$ cat config.mk
export PLATFORM = sky130hd
export DESIGN_NAME = memslave_top
export DESIGN_NICKNAME = d
export VERILOG_FILES = /design/src/rtl/memslave_pkg.sv /design/src/rtl/memslave_decode.sv /design/src/rtl/memslave_ram.sv /design/src/rtl/memslave_ctrl.sv /design/src/rtl/memslave_top.sv
export SDC_FILE = /design/constraint.sdc
export NUM_CORES = 1
export LEC_CHECK = 0
export ABC_CLOCK_PERIOD_IN_PS = 6590
export BUFFER_PORTS_ARGS = -buffer_cell sky130_fd_sc_hd__buf_2
export CORE_UTILIZATION = 46
export CTS_CLUSTER_DIAMETER = 40
export DETAILED_ROUTE_END_ITERATION = 7
export SLEW_MARGIN = 20
export SYNTH_ARGS = -nofsm -noshare
export SYNTH_HDL_FRONTEND = slang
export SYNTH_SLANG_ARGS = --single-unit
$ cat constraint.sdc
create_clock -name clk -period 6.59 [get_ports clk]
set_input_delay 0.9885 -clock clk [delete_from_list [all_inputs] [get_ports clk]]
set_output_delay 0.9885 -clock clk [all_outputs]
set_load 0.05 [all_outputs]
$ cat src/rtl/memslave_pkg.sv
package memslave_pkg;
  typedef enum logic [1:0] {
    ST_IDLE = 2'd0,
    ST_BUSY = 2'd1,
    ST_ACK  = 2'd2
  } slv_state_e;
endpackage

$ cat src/rtl/memslave_decode.sv
module memslave_decode #(
  parameter int ADDR_W  = 23,
  parameter int LOCAL_W = 6,
  parameter int BASE    = 5
) (
  input  logic [ADDR_W-1:0]  addr,
  output logic               hit,
  output logic [LOCAL_W-1:0] word_idx
);
  localparam int TAG_W = ADDR_W - LOCAL_W;

  assign hit      = (addr[ADDR_W-1:LOCAL_W] == TAG_W'(BASE));
  assign word_idx = addr[LOCAL_W-1:0];
endmodule

$ cat src/rtl/memslave_ram.sv
module memslave_ram #(
  parameter int LOCAL_W = 6,
  parameter int DATA_W  = 16
) (
  input  logic                  clk,
  input  logic                  rst,
  input  logic [LOCAL_W-1:0]    idx,
  input  logic                  we,
  input  logic                  re,
  input  logic [DATA_W/8-1:0]   lane_we,
  input  logic [DATA_W-1:0]     wdata,
  output logic [DATA_W-1:0]     rdata
);
  localparam int LANES = DATA_W / 8;
  localparam int DEPTH = 1 << LOCAL_W;

  for (genvar l = 0; l < LANES; l++) begin : g_lane
    logic [7:0] mem_l [DEPTH];
    always_ff @(posedge clk) begin
      if (we && lane_we[l]) mem_l[idx] <= wdata[8*l +: 8];
      if (re) rdata[8*l +: 8] <= mem_l[idx];
    end
  end

  // a write always carries at least one lane
  p_lane_nonzero_r7: assert property (@(posedge clk) disable iff (rst)
    we |-> (lane_we != '0));
  // reads and writes never collide
  p_rd_wr_excl_r5: assert property (@(posedge clk) disable iff (rst)
    !(we && re));
endmodule

$ cat src/rtl/memslave_ctrl.sv
module memslave_ctrl
  import memslave_pkg::*;
#(
  parameter int WAIT_CLKS = 2
) (
  input  logic       clk,
  input  logic       rst,
  input  logic       as_q,
  input  logic       uds_q,
  input  logic       lds_q,
  input  logic       rw_q,
  input  logic       hit,
  output logic       start,
  output logic       mem_we,
  output logic       mem_re,
  output logic [1:0] lane_sel,
  output logic [1:0] lane_oe,
  output logic       ack_n,
  output logic       ack_oe
);
  localparam int CW = (WAIT_CLKS > 0) ? $clog2(WAIT_CLKS + 1) : 1;

  slv_state_e st;
  logic [CW-1:0] cnt;
  logic          rw_r;
  logic          go;

  assign start    = (st == ST_IDLE) && !as_q && hit && (!uds_q || !lds_q);
  assign go       = (st == ST_BUSY) && !as_q && (cnt == '0);
  assign mem_we   = go && !rw_r;
  assign mem_re   = go && rw_r;
  assign ack_oe   = (st != ST_IDLE);

  always_ff @(posedge clk) begin
    if (rst) begin
      st       <= ST_IDLE;
      cnt      <= '0;
      rw_r     <= 1'b1;
      lane_sel <= 2'b00;
      lane_oe  <= 2'b00;
      ack_n    <= 1'b1;
    end else begin
      case (st)
        ST_IDLE: if (start) begin
          st       <= ST_BUSY;
          cnt      <= CW'(WAIT_CLKS);
          rw_r     <= rw_q;
          lane_sel <= {~uds_q, ~lds_q};
        end
        ST_BUSY: begin
          if (as_q) begin
            st <= ST_IDLE;
          end else if (cnt == '0) begin
            st      <= ST_ACK;
            ack_n   <= 1'b0;
            lane_oe <= rw_r ? lane_sel : 2'b00;
          end else begin
            cnt <= cnt - 1'b1;
          end
        end
        ST_ACK: if (as_q) begin
          st      <= ST_IDLE;
          ack_n   <= 1'b1;
          lane_oe <= 2'b00;
        end
        default: st <= ST_IDLE;
      endcase
    end
  end

  // lanes are driven only alongside the acknowledge
  p_oe_with_ack_r5: assert property (@(posedge clk) disable iff (rst)
    (lane_oe != 2'b00) |-> !ack_n);
  // a low acknowledge is always driven
  p_ack_driven_r1: assert property (@(posedge clk) disable iff (rst)
    !ack_n |-> ack_oe);
  // wait counter bounded
  p_cnt_bound_r4: assert property (@(posedge clk) disable iff (rst)
    (st == ST_BUSY) |-> (cnt <= CW'(WAIT_CLKS)));
  // acknowledge holds while strobe stays low
  p_ack_hold_r9: assert property (@(posedge clk) disable iff (rst)
    (st == ST_ACK && !as_q) |=> !ack_n);
  // captured strobe rise releases everything
  p_release_r8: assert property (@(posedge clk) disable iff (rst)
    (st == ST_ACK && as_q) |=> (ack_n && lane_oe == 2'b00 && !ack_oe));
  // selection begins only from a window hit with strobe low
  p_start_hit_r2: assert property (@(posedge clk) disable iff (rst)
    $rose(ack_oe) |-> $past(hit && !as_q));
endmodule

$ cat src/rtl/memslave_top.sv
module memslave_top #(
  parameter int ADDR_W    = 23,
  parameter int LOCAL_W   = 6,
  parameter int BASE      = 5,
  parameter int WAIT_CLKS = 2
) (
  input  logic              clk,
  input  logic              rst,
  input  logic              as_n,
  input  logic              uds_n,
  input  logic              lds_n,
  input  logic              rw,
  input  logic [ADDR_W-1:0] addr,
  input  logic [15:0]       din,
  output logic [15:0]       dout,
  output logic [1:0]        dout_oe,
  output logic              ack_n,
  output logic              ack_oe
);
  logic              as_q, uds_q, lds_q, rw_q;
  logic [ADDR_W-1:0] addr_q;
  logic [15:0]       din_q;
  logic              hit, start, mem_we, mem_re;
  logic [LOCAL_W-1:0] word_idx, idx_r;
  logic [1:0]        lane_sel;

  always_ff @(posedge clk) begin
    if (rst) begin
      as_q   <= 1'b1;
      uds_q  <= 1'b1;
      lds_q  <= 1'b1;
      rw_q   <= 1'b1;
      addr_q <= '0;
      din_q  <= '0;
      idx_r  <= '0;
    end else begin
      as_q   <= as_n;
      uds_q  <= uds_n;
      lds_q  <= lds_n;
      rw_q   <= rw;
      addr_q <= addr;
      din_q  <= din;
      if (start) idx_r <= word_idx;
    end
  end

  memslave_decode #(.ADDR_W(ADDR_W), .LOCAL_W(LOCAL_W), .BASE(BASE)) u_dec (
    .addr(addr_q), .hit(hit), .word_idx(word_idx)
  );

  memslave_ctrl #(.WAIT_CLKS(WAIT_CLKS)) u_ctrl (
    .clk(clk), .rst(rst), .as_q(as_q), .uds_q(uds_q), .lds_q(lds_q),
    .rw_q(rw_q), .hit(hit), .start(start), .mem_we(mem_we), .mem_re(mem_re),
    .lane_sel(lane_sel), .lane_oe(dout_oe), .ack_n(ack_n), .ack_oe(ack_oe)
  );

  memslave_ram #(.LOCAL_W(LOCAL_W), .DATA_W(16)) u_ram (
    .clk(clk), .rst(rst), .idx(idx_r), .we(mem_we), .re(mem_re),
    .lane_we(lane_sel), .wdata(din_q), .rdata(dout)
  );
endmodule

==> metrics.md, run 1 <==
| Metric | Value |
|---|---|
| Wire length per cell | `around 30 um` |
| Asr flop ratio synth | `0` |
| DR DRC count | `0` |
| Clk buf depth | `3` |
| Placed Cells incl. Taps | `about 3600` |
| CP max-delay cell | `a2111oi_1` |
| Data arrival time of the worst path | `about 4500 ps` |
| Most frequent cells in the layout | `1040 x edfxtp_1, 156 x nor2_1, 140 x clkbuf_16` |
| DP HPWL | `just under 70 mm` |
| Port buffer count | `64` |
| Total setup buffers inserted after CTS | `0` |
| CP required | `about 7000 ps` |
| Startpoint Class | `flop` |
| Non-filler cells in the finished layout | `just under 4000` |
| Clk Latency, worst-skew pair | `720 ps` |
| Synthesized area | `approximately 43000 um^2` |
| Outcome | `completed` |
| Final period util | `0.620` |
| Final Wtd Congestion | `between 0.8 and 0.9` |
| Initial antenna violation count | `3` |
| Setup Viol. Count Final | `0` |
| Hold WC Path Type | `reg2reg` |
| Die height | `a little over 300 um` |
| CTS resizes | `0` |
| Compound-cell area share of the yosys netlist | `0.0853` |
| TritonCTS clock tree | `yes` |
| Cell count after synthesis | `between 2000 and 2500` |
| P&R area growth vs syn | `14.3%` |
| Avg Inst Size Synth | `between 15 and 20 um^2` |
| DRT antenna net count | `0` |
| Max Clock Freq | `about 240 MHz` |
| Routed WL | `about 120 mm` |
| RSZ-0062 raised after global routing | `false` |
| CTS Root Cell | `clkbuf_16` |
| Largest net degree at the start of global routing | `between 90 and 100` |
| Hold-fix buffers, CTS | `0` |
| Final worst slack | `2500 ps` |
| Post-synthesis xor/xnor area fraction | `0` |
| Post-synth EDFFs | `1040` |
| Post-synthesis sequential area ratio | `0.760` |
| Drt via density | `6.27` |
| GRT Residual Overflow | `0` |
| CTS clk-pin slew, worst paths | `around 60 ps` |
| Clock skew | `around 23 ps` |
| DIE AREA | `between 90000 and 100000 um^2` |
| Minimum clock period | `4090 ps` |
| DP Worst Slack | `~2500 ps` |
| Placeable Area | `approximately 92000 um^2` |
| Post-synthesis cell type count | `65` |
| Yosys warnings | `0` |
| Relative slew slack | `0.292` |
| Number of fill cells | `between 7000 and 8000` |
| Vias in the first global route | `roughly 24000` |
| Initial Util | `0.465` |
| Max-slew violations | `0` |
| P_leak | `between 15 and 20 nW` |
| Cells along the critical path | `buf_12 > buf_4 > mux2_4 > a32o_1 > a211o_1 > a2111oi_1 > nand4_1` |
| Fraction of layout cells with a size suffix above 1 | `0.209` |
| Commonest non-fill, non-tap cell in the layout | `edfxtp_1` |
| Row cnt | `approximately 110` |
| IO Count | `65` |
| Cts bufs inserted | `approximately 140` |
| Synth Area in Adders | `0.000293` |
| Die width | `306 um` |
| Vias | `between 20000 and 25000` |
| Sink Count | `~1100` |
| Worst setup path class | `reg2reg` |
| Prevailing post-synth register cell | `edfxtp_1` |
| CTS H-tree depth | `4` |
| Total GRT Usage | `0.251` |
| Worst Setup End Kind | `flop` |
| Post-synthesis mux area share | `0.0898` |
| Worst-Margin Slew | `1060 ps` |
| Max-cap check violation count | `0` |
| Post-synthesis register bit count | `1099` |
| Power Density | `about 310 nW/um^2` |
| DR iter-0 viols | `3346` |
| Nets | `approximately 2600` |
| Synth Area in Simple Gates | `0.0429` |
| Largest family of logic cells by synthesized area | `multiplexers` |
| Slowest Stage Delay on Critical Path | `870 ps` |
| Drt first pass iters | `7` |
| Final hold violation count | `0` |
| Syn nets | `about 2500` |
| Final setup TNS | `0 ps` |
| First-pass GRT wire length | `between 150 and 200 mm` |
| Max VDD drop | `between 0.15 and 0.2 mV` |
| CP max FO | `roughly 100` |
[Yosys cell counts (5+ instances only)]
master,instances,area share
o211ai_1,6,0.0011
or2_2,7,0.0010
a211o_1,6,0.0012
buf_2,62,0.0073
o22ai_1,50,0.0073
mux4_2,61,0.032
a31oi_1,29,0.0043
o21ai_0,55,0.0065
o2bb2ai_1,20,0.0041
and2_1,8,0.0012
nor2_1,159,0.014
nand4b_1,5,0.0010
a211oi_1,14,0.0025
a21oi_1,47,0.0055
a221o_1,31,0.0073
buf_1,8,0.00070
and3b_1,5,0.0010
and3_1,7,0.0010
nor2b_1,52,0.0076
clkbuf_1,71,0.0062
a22oi_1,90,0.016
mux2i_1,118,0.028
nand2b_1,10,0.0015
buf_4,21,0.0037
nand2_1,59,0.0052
mux2_2,109,0.029
nand3_1,20,0.0023
o221ai_1,6,0.0012
edfxtp_1,1040,0.73
o22a_1,12,0.0025
a221oi_1,88,0.018
nor3b_1,5,0.00088
nand4_1,11,0.0016
a22o_1,16,0.0033
dfxtp_1,59,0.028
buf_6,11,0.0029
[critical path: cells and delay by family (launching register included)]
family,cells,cell delay [ps]
compound gates,3,1340
buf+inv,2,1160
flops,1,610
mux,1,350
simple gates,1,200
[cell families (layout without fill, tap and decap cells)]
| group | Yosys count | in the layout |
|---|---|---|
| flops | 1099 | 1099 |
| compound gates | 492 | 492 |
| simple gates | 373 | 373 |
| mux | 291 | 291 |
| buf+inv | 180 | 377 |
| fa+ha+maj | 1 | 1 |
| other cells | 0 | 1 |
[per-stage QoR]
stage,hold slack [ps],instance area [um^2],power (mW),utilization
6_report,446,48800,15.2,0.531
5_1_grt,435,48800,15.6,0.531
4_1_cts,419,48800,15.3,0.531
3_5_place_dp,428,44200,7.95,0.482
3_3_place_gp,430,44200,7.94,0.481
2_1_floorplan,412,42600,7.86,-
[routing by layer]
layer,track usage,part of all wire,vias to the layer above
li1,-,-,10119
met1,0.364,0.41,12472
met2,0.380,0.46,1526
met3,0.0537,0.10,200
met4,0.0778,0.026,0
met5,0,0,-
[worst paths after layout]
path	slack [ps]	startpoint	depth (start not counted)	endpoint
setup / recovery	2500	idx_r[1]$_SDFFE_PP0P_	7	u_ram.rdata[7]$_DFFE_PP_
hold / removal	450	addr_q[2]$_SDFF_PP0_	2	idx_r[2]$_SDFFE_PP0P_
setup reg to reg	2500	idx_r[1]$_SDFFE_PP0P_	7	u_ram.rdata[7]$_DFFE_PP_
hold reg to reg	450	addr_q[2]$_SDFF_PP0_	2	idx_r[2]$_SDFFE_PP0P_
[cell type report]
type	count	area [um^2]	area share
inverters	6	26.3	0.000539
clock inverters	91	956	0.0196
repair buffers	123	821	0.0168
well taps	1243	1560	0.0319
multi-input cells	1157	9360	0.192
diodes	1	2.50	0.0000513
clock buffers	157	3600	0.0738
flip-flops and latches	1099	32400	0.665
[power breakdown]
part,switching (mW),internal (mW)
clock,2.92,4.51
combinational,0.128,0.0235
sequential,0.00423,7.65
total,3.05,12.2
[sequential cells by signal, summed over array words and instances, names as in the netlist]
signal and count:
u_ram.g_lane.mem_l 1024, idx_r 6, u_ctrl.lane_oe 2, u_ctrl.lane_sel 2, uds_q 1, u_ctrl.st 2, addr_q 23, u_ctrl.ack_n 1
u_ctrl.rw_r 1, lds_q 1, din_q 16, rw_q 1, u_ram.rdata 16, as_q 1, u_ctrl.cnt 2
(Power assumes the default switching activity.)
==> run 2, diff against run 1 <==
ABC_AREA = 1   (was unset)
ABC_CLOCK_PERIOD_IN_PS = 4150   (was 6590)
clock period = 4.15 ns   (was 6.59 ns; I/O delays follow)
==> run 2 against run 1 <==
Compared with the run above: largest cell class unchanged; core utilization increased by 0.41 points; die area up 8.7%; sequential cell count unchanged; first-iteration DRC count increased by 6.2%; clock skew grew 5.8 ps; synthesized cell count is 89% higher.
==> metrics.md, run 2 <==
| Metric | Value |
|---|---|
| Top cells by area, synth | `edfxtp_1 67%, nand2_1 23%, dfxtp_1 2.5%, nor3_1 0.96%, buf_2 0.95%` |
| Final Wtd Congestion | `0.851 (-2.1%)` |
| Sink Count | `1099 (unchanged)` |
| Max Clock Freq | `322 MHz (+32%)` |
| CP max FO | `71 (-28%)` |
| Final worst slack | `1040 ps (-1460 ps)` |
| Drt via density | `5.21 (-17%)` |
| Commonest non-fill, non-tap cell in the layout | `nand2_1` |
| Finished Cell Area | `53500 um^2 (+9.8%)` |
| GR Util met2 | `0.381 (+0.00106)` |
| GRT Residual Overflow | `0 (unchanged)` |
| Worst setup path class | `reg2reg` |
| Synthesized area | `46400 um^2 (+8.8%)` |
| Largest net degree at the start of global routing | `182 (+84%)` |
| Tot Pwr | `25.1 mW (+65%)` |
| First-pass GRT wire length | `193 mm (+14%)` |
| Power Density | `469 nW/um^2 (+50%)` |
| Clk Latency, worst-skew pair | `750 ps (+30 ps)` |
| IO Count | `65 (unchanged)` |
| NetSw | `5.25 mW (+72%)` |
| DRT antenna net count | `0 (unchanged)` |
| Initial Util | `0.464 (-0.000574)` |
| Vias | `32013 (+32%)` |
| Drt first pass iters | `6 (-1)` |
| Post-synthesis cell type count | `24 (-63%)` |
| Count leader, synth | `nand2_1` |
| Avg Inst Size Synth | `10.1 um^2 (-42%)` |
| Final Util | `0.535 (+0.00411)` |
| Antenna cell count | `0 (-1)` |
| P_leak | `21.1 nW (+39%)` |
| Outcome | `completed` |
| P&R area growth vs syn | `15.4%` |
| Multi-input logic area | `12500 um^2 (+33%)` |
| Port buffer count | `64 (unchanged)` |
| DIE AREA | `102000 um^2 (+8.7%)` |
| Vias in the first global route | `30987 (+30%)` |
| Final setup TNS | `0 ps (unchanged)` |
| Die height | `320 um (+4.3%)` |
| DP HPWL | `73.5 mm (+7.1%)` |
| Sw Ratio | `0.209 (+0.00914)` |
| Cell count after synthesis | `4593 (+89%)` |
| CTS Root Cell | `clkbuf_16` |
| Max-slew violations | `0 (unchanged)` |
| Max VDD drop | `0.326 mV (+81%)` |
| Post-synthesis mux area share | `0 (-0.0898)` |
| Final hold violation count | `0 (unchanged)` |
| Number of fill cells | `8694 (+21%)` |
| Worst-Margin Slew | `1170 ps (+114 ps)` |
| Post-placement cell area | `48500 um^2 (+9.8%)` |
| Worst Setup End Kind | `flop` |
| Placeable Area | `100000 um^2 (+8.9%)` |
| Initial antenna violation count | `0 (-3)` |
| Startpoint Class | `flop` |
| Synth Area in Simple Gates | `0.264 (+0.221)` |
| Area leader, netlist | `edfxtp_1` |
| Routed WL | `127 mm (+7.8%)` |
| Met3 usage | `0.0413 (-0.0124)` |
| Total GRT Usage | `0.250 (-0.000542)` |
| Top cell type's share of synthesized area | `0.673 (-0.0592)` |
| Hold WC Path Type | `in2reg` |
| Clock skew | `29.0 ps (+5.77 ps)` |
| DR iter-0 viols | `3554 (+6.2%)` |
| Minimum clock period | `3110 ps (-982 ps)` |
| CTS resizes | `0 (unchanged)` |
| Setup Viol. Count Final | `0 (unchanged)` |
| TritonCTS clock tree | `yes` |
| DP Worst Slack | `1040 ps (-1500 ps)` |
| Relative slew slack | `0.219 (-0.0732)` |
| Cts bufs inserted | `148 (+9.6%)` |
| Compound-cell area share of the yosys netlist | `0.00383 (-0.0815)` |
| Clk buf depth | `3 (unchanged)` |
| Combinational share of power | `0.008 (-0.002)` |
| Most flops, register | `u_ram.g_lane.mem_l` |
| CP required | `4760 ps (-2250 ps)` |
| Most frequent cells in the layout | `2853 x nand2_1, 1040 x edfxtp_1, 154 x clkbuf_16` |
| Number of flip-flops in the largest register | `1024 (unchanged)` |
| DR DRC count | `0 (unchanged)` |
| Largest family of logic cells by synthesized area | `simple AND/OR/NAND/NOR gates` |
| Nets | `4772 (+86%)` |
| Sequential share of power | `0.488 (-0.014)` |
| Synth Area in Adders | `0.000270 (-0.0000237)` |
| Max-cap check violation count | `0 (unchanged)` |
| GRT Max-Usage Layer | `met2` |
| Total setup buffers inserted after CTS | `0 (unchanged)` |
| Data arrival time of the worst path | `3720 ps (-790 ps)` |
| Hold-fix buffers, CTS | `0 (unchanged)` |
| Met1 Resource Use GR | `0.373 (+0.00956)` |
| Asr flop ratio synth | `0 (unchanged)` |
| Post-synthesis register bit count | `1099 (unchanged)` |
| CTS clk-pin slew, worst paths | `60 ps (about the same)` |
| Post-synthesis xor/xnor area fraction | `0 (unchanged)` |
| Pint | `19.8 mW (+63%)` |
| Yosys warnings | `0 (unchanged)` |
| Fraction of layout cells with a size suffix above 1 | `0.117 (-0.0922)` |
| Row cnt | `116 (+4.5%)` |
| Final period util | `0.749 (+0.128)` |
| Post-synth EDFFs | `1040 (unchanged)` |
| FF+latch area | `32400 um^2 (unchanged)` |
| Regs by FF count | `u_ram.g_lane.mem_l x1024, addr_q x23` |
| Post-synthesis sequential area ratio | `0.699 (-0.0615)` |
| Wire length per cell | `20.6 um (-32%)` |
| Prevailing post-synth register cell | `edfxtp_1` |
| RSZ-0062 raised after global routing | `false` |
| Clock share of power | `0.504 (+0.016)` |
| Commonest cells post-synth | `2853 x nand2_1, 1040 x edfxtp_1, 92 x nor2_1` |
| CTS H-tree depth | `4 (unchanged)` |
| Syn nets | `4639 (+87%)` |
| Die width | `320 um (+4.3%)` |
## run 2: worst paths after layout
check	start	endpoint	slack [ps]	depth (start not counted)
worst max register to register	idx_r[1]$_SDFFE_PP0P_	u_ram.rdata[2]$_DFFE_PP_	1040	10
worst min register to register	u_ctrl.ack_n$_SDFFE_PP1P_	u_ctrl.ack_n$_SDFFE_PP1P_	480	2
worst min-delay path	rw	rw_q$_SDFF_PP1_	60	2
worst max-delay path	idx_r[1]$_SDFFE_PP0P_	u_ram.rdata[2]$_DFFE_PP_	1040	10
## run 2: cells by family after synthesis
kind of cell,Yosys count
AND/OR/NAND/NOR,3123
buffers and inverters,337
flip-flops,1099
adder cells (fa/ha/maj),1
AO/OA/AOI/OAI,33
## run 2: worst max-delay path, cell delays in order (launching register included)
cell     delay [ps]
dfxtp_4         780
buf_4           700
buf_4           760
nand2_1         140
nand2_1         110
nand2_1          50
nand2_1         100
nand2_1          60
nand2_1          80
nor2_1           70
nand2_1          80
## run 2: area by class of cell
cell class,instances,area share
flip-flops and latches,1099,0.606
inverters,97,0.00732
clock buffers,168,0.0732
multi-input cells,3157,0.233
clock inverters,106,0.0198
repair buffers,223,0.0299
well taps,1298,0.0303
## run 2: routing by layer
layer | share of wire | routed length [um]
met2 | 0.45 | 57100
met3 | 0.079 | 10000
met1 | 0.45 | 57200
met4 | 0.019 | 2380
met5 | 0 | 0
## run 2: power by group through the flow
stage	combinational (mW)	clock (mW)	sequential, mW
3_3_place_gp	0.187	0	12.5
6_report	0.193	12.6	12.2
3_5_place_dp	0.189	0	12.5
4_1_cts	0.190	12.8	12.2
2_1_floorplan	0.0356	0	12.5
5_1_grt	0.208	13.3	12.2
## run 2: metrics by stage
stage | instances | hold WS (ps)
after global routing | 6148 | 29.9
after CTS | 6148 | 21.8
after detailed placement | 5874 | 460
final | 6148 | 57.3
after floorplan | 4593 | 437
after global placement | 5874 | 467
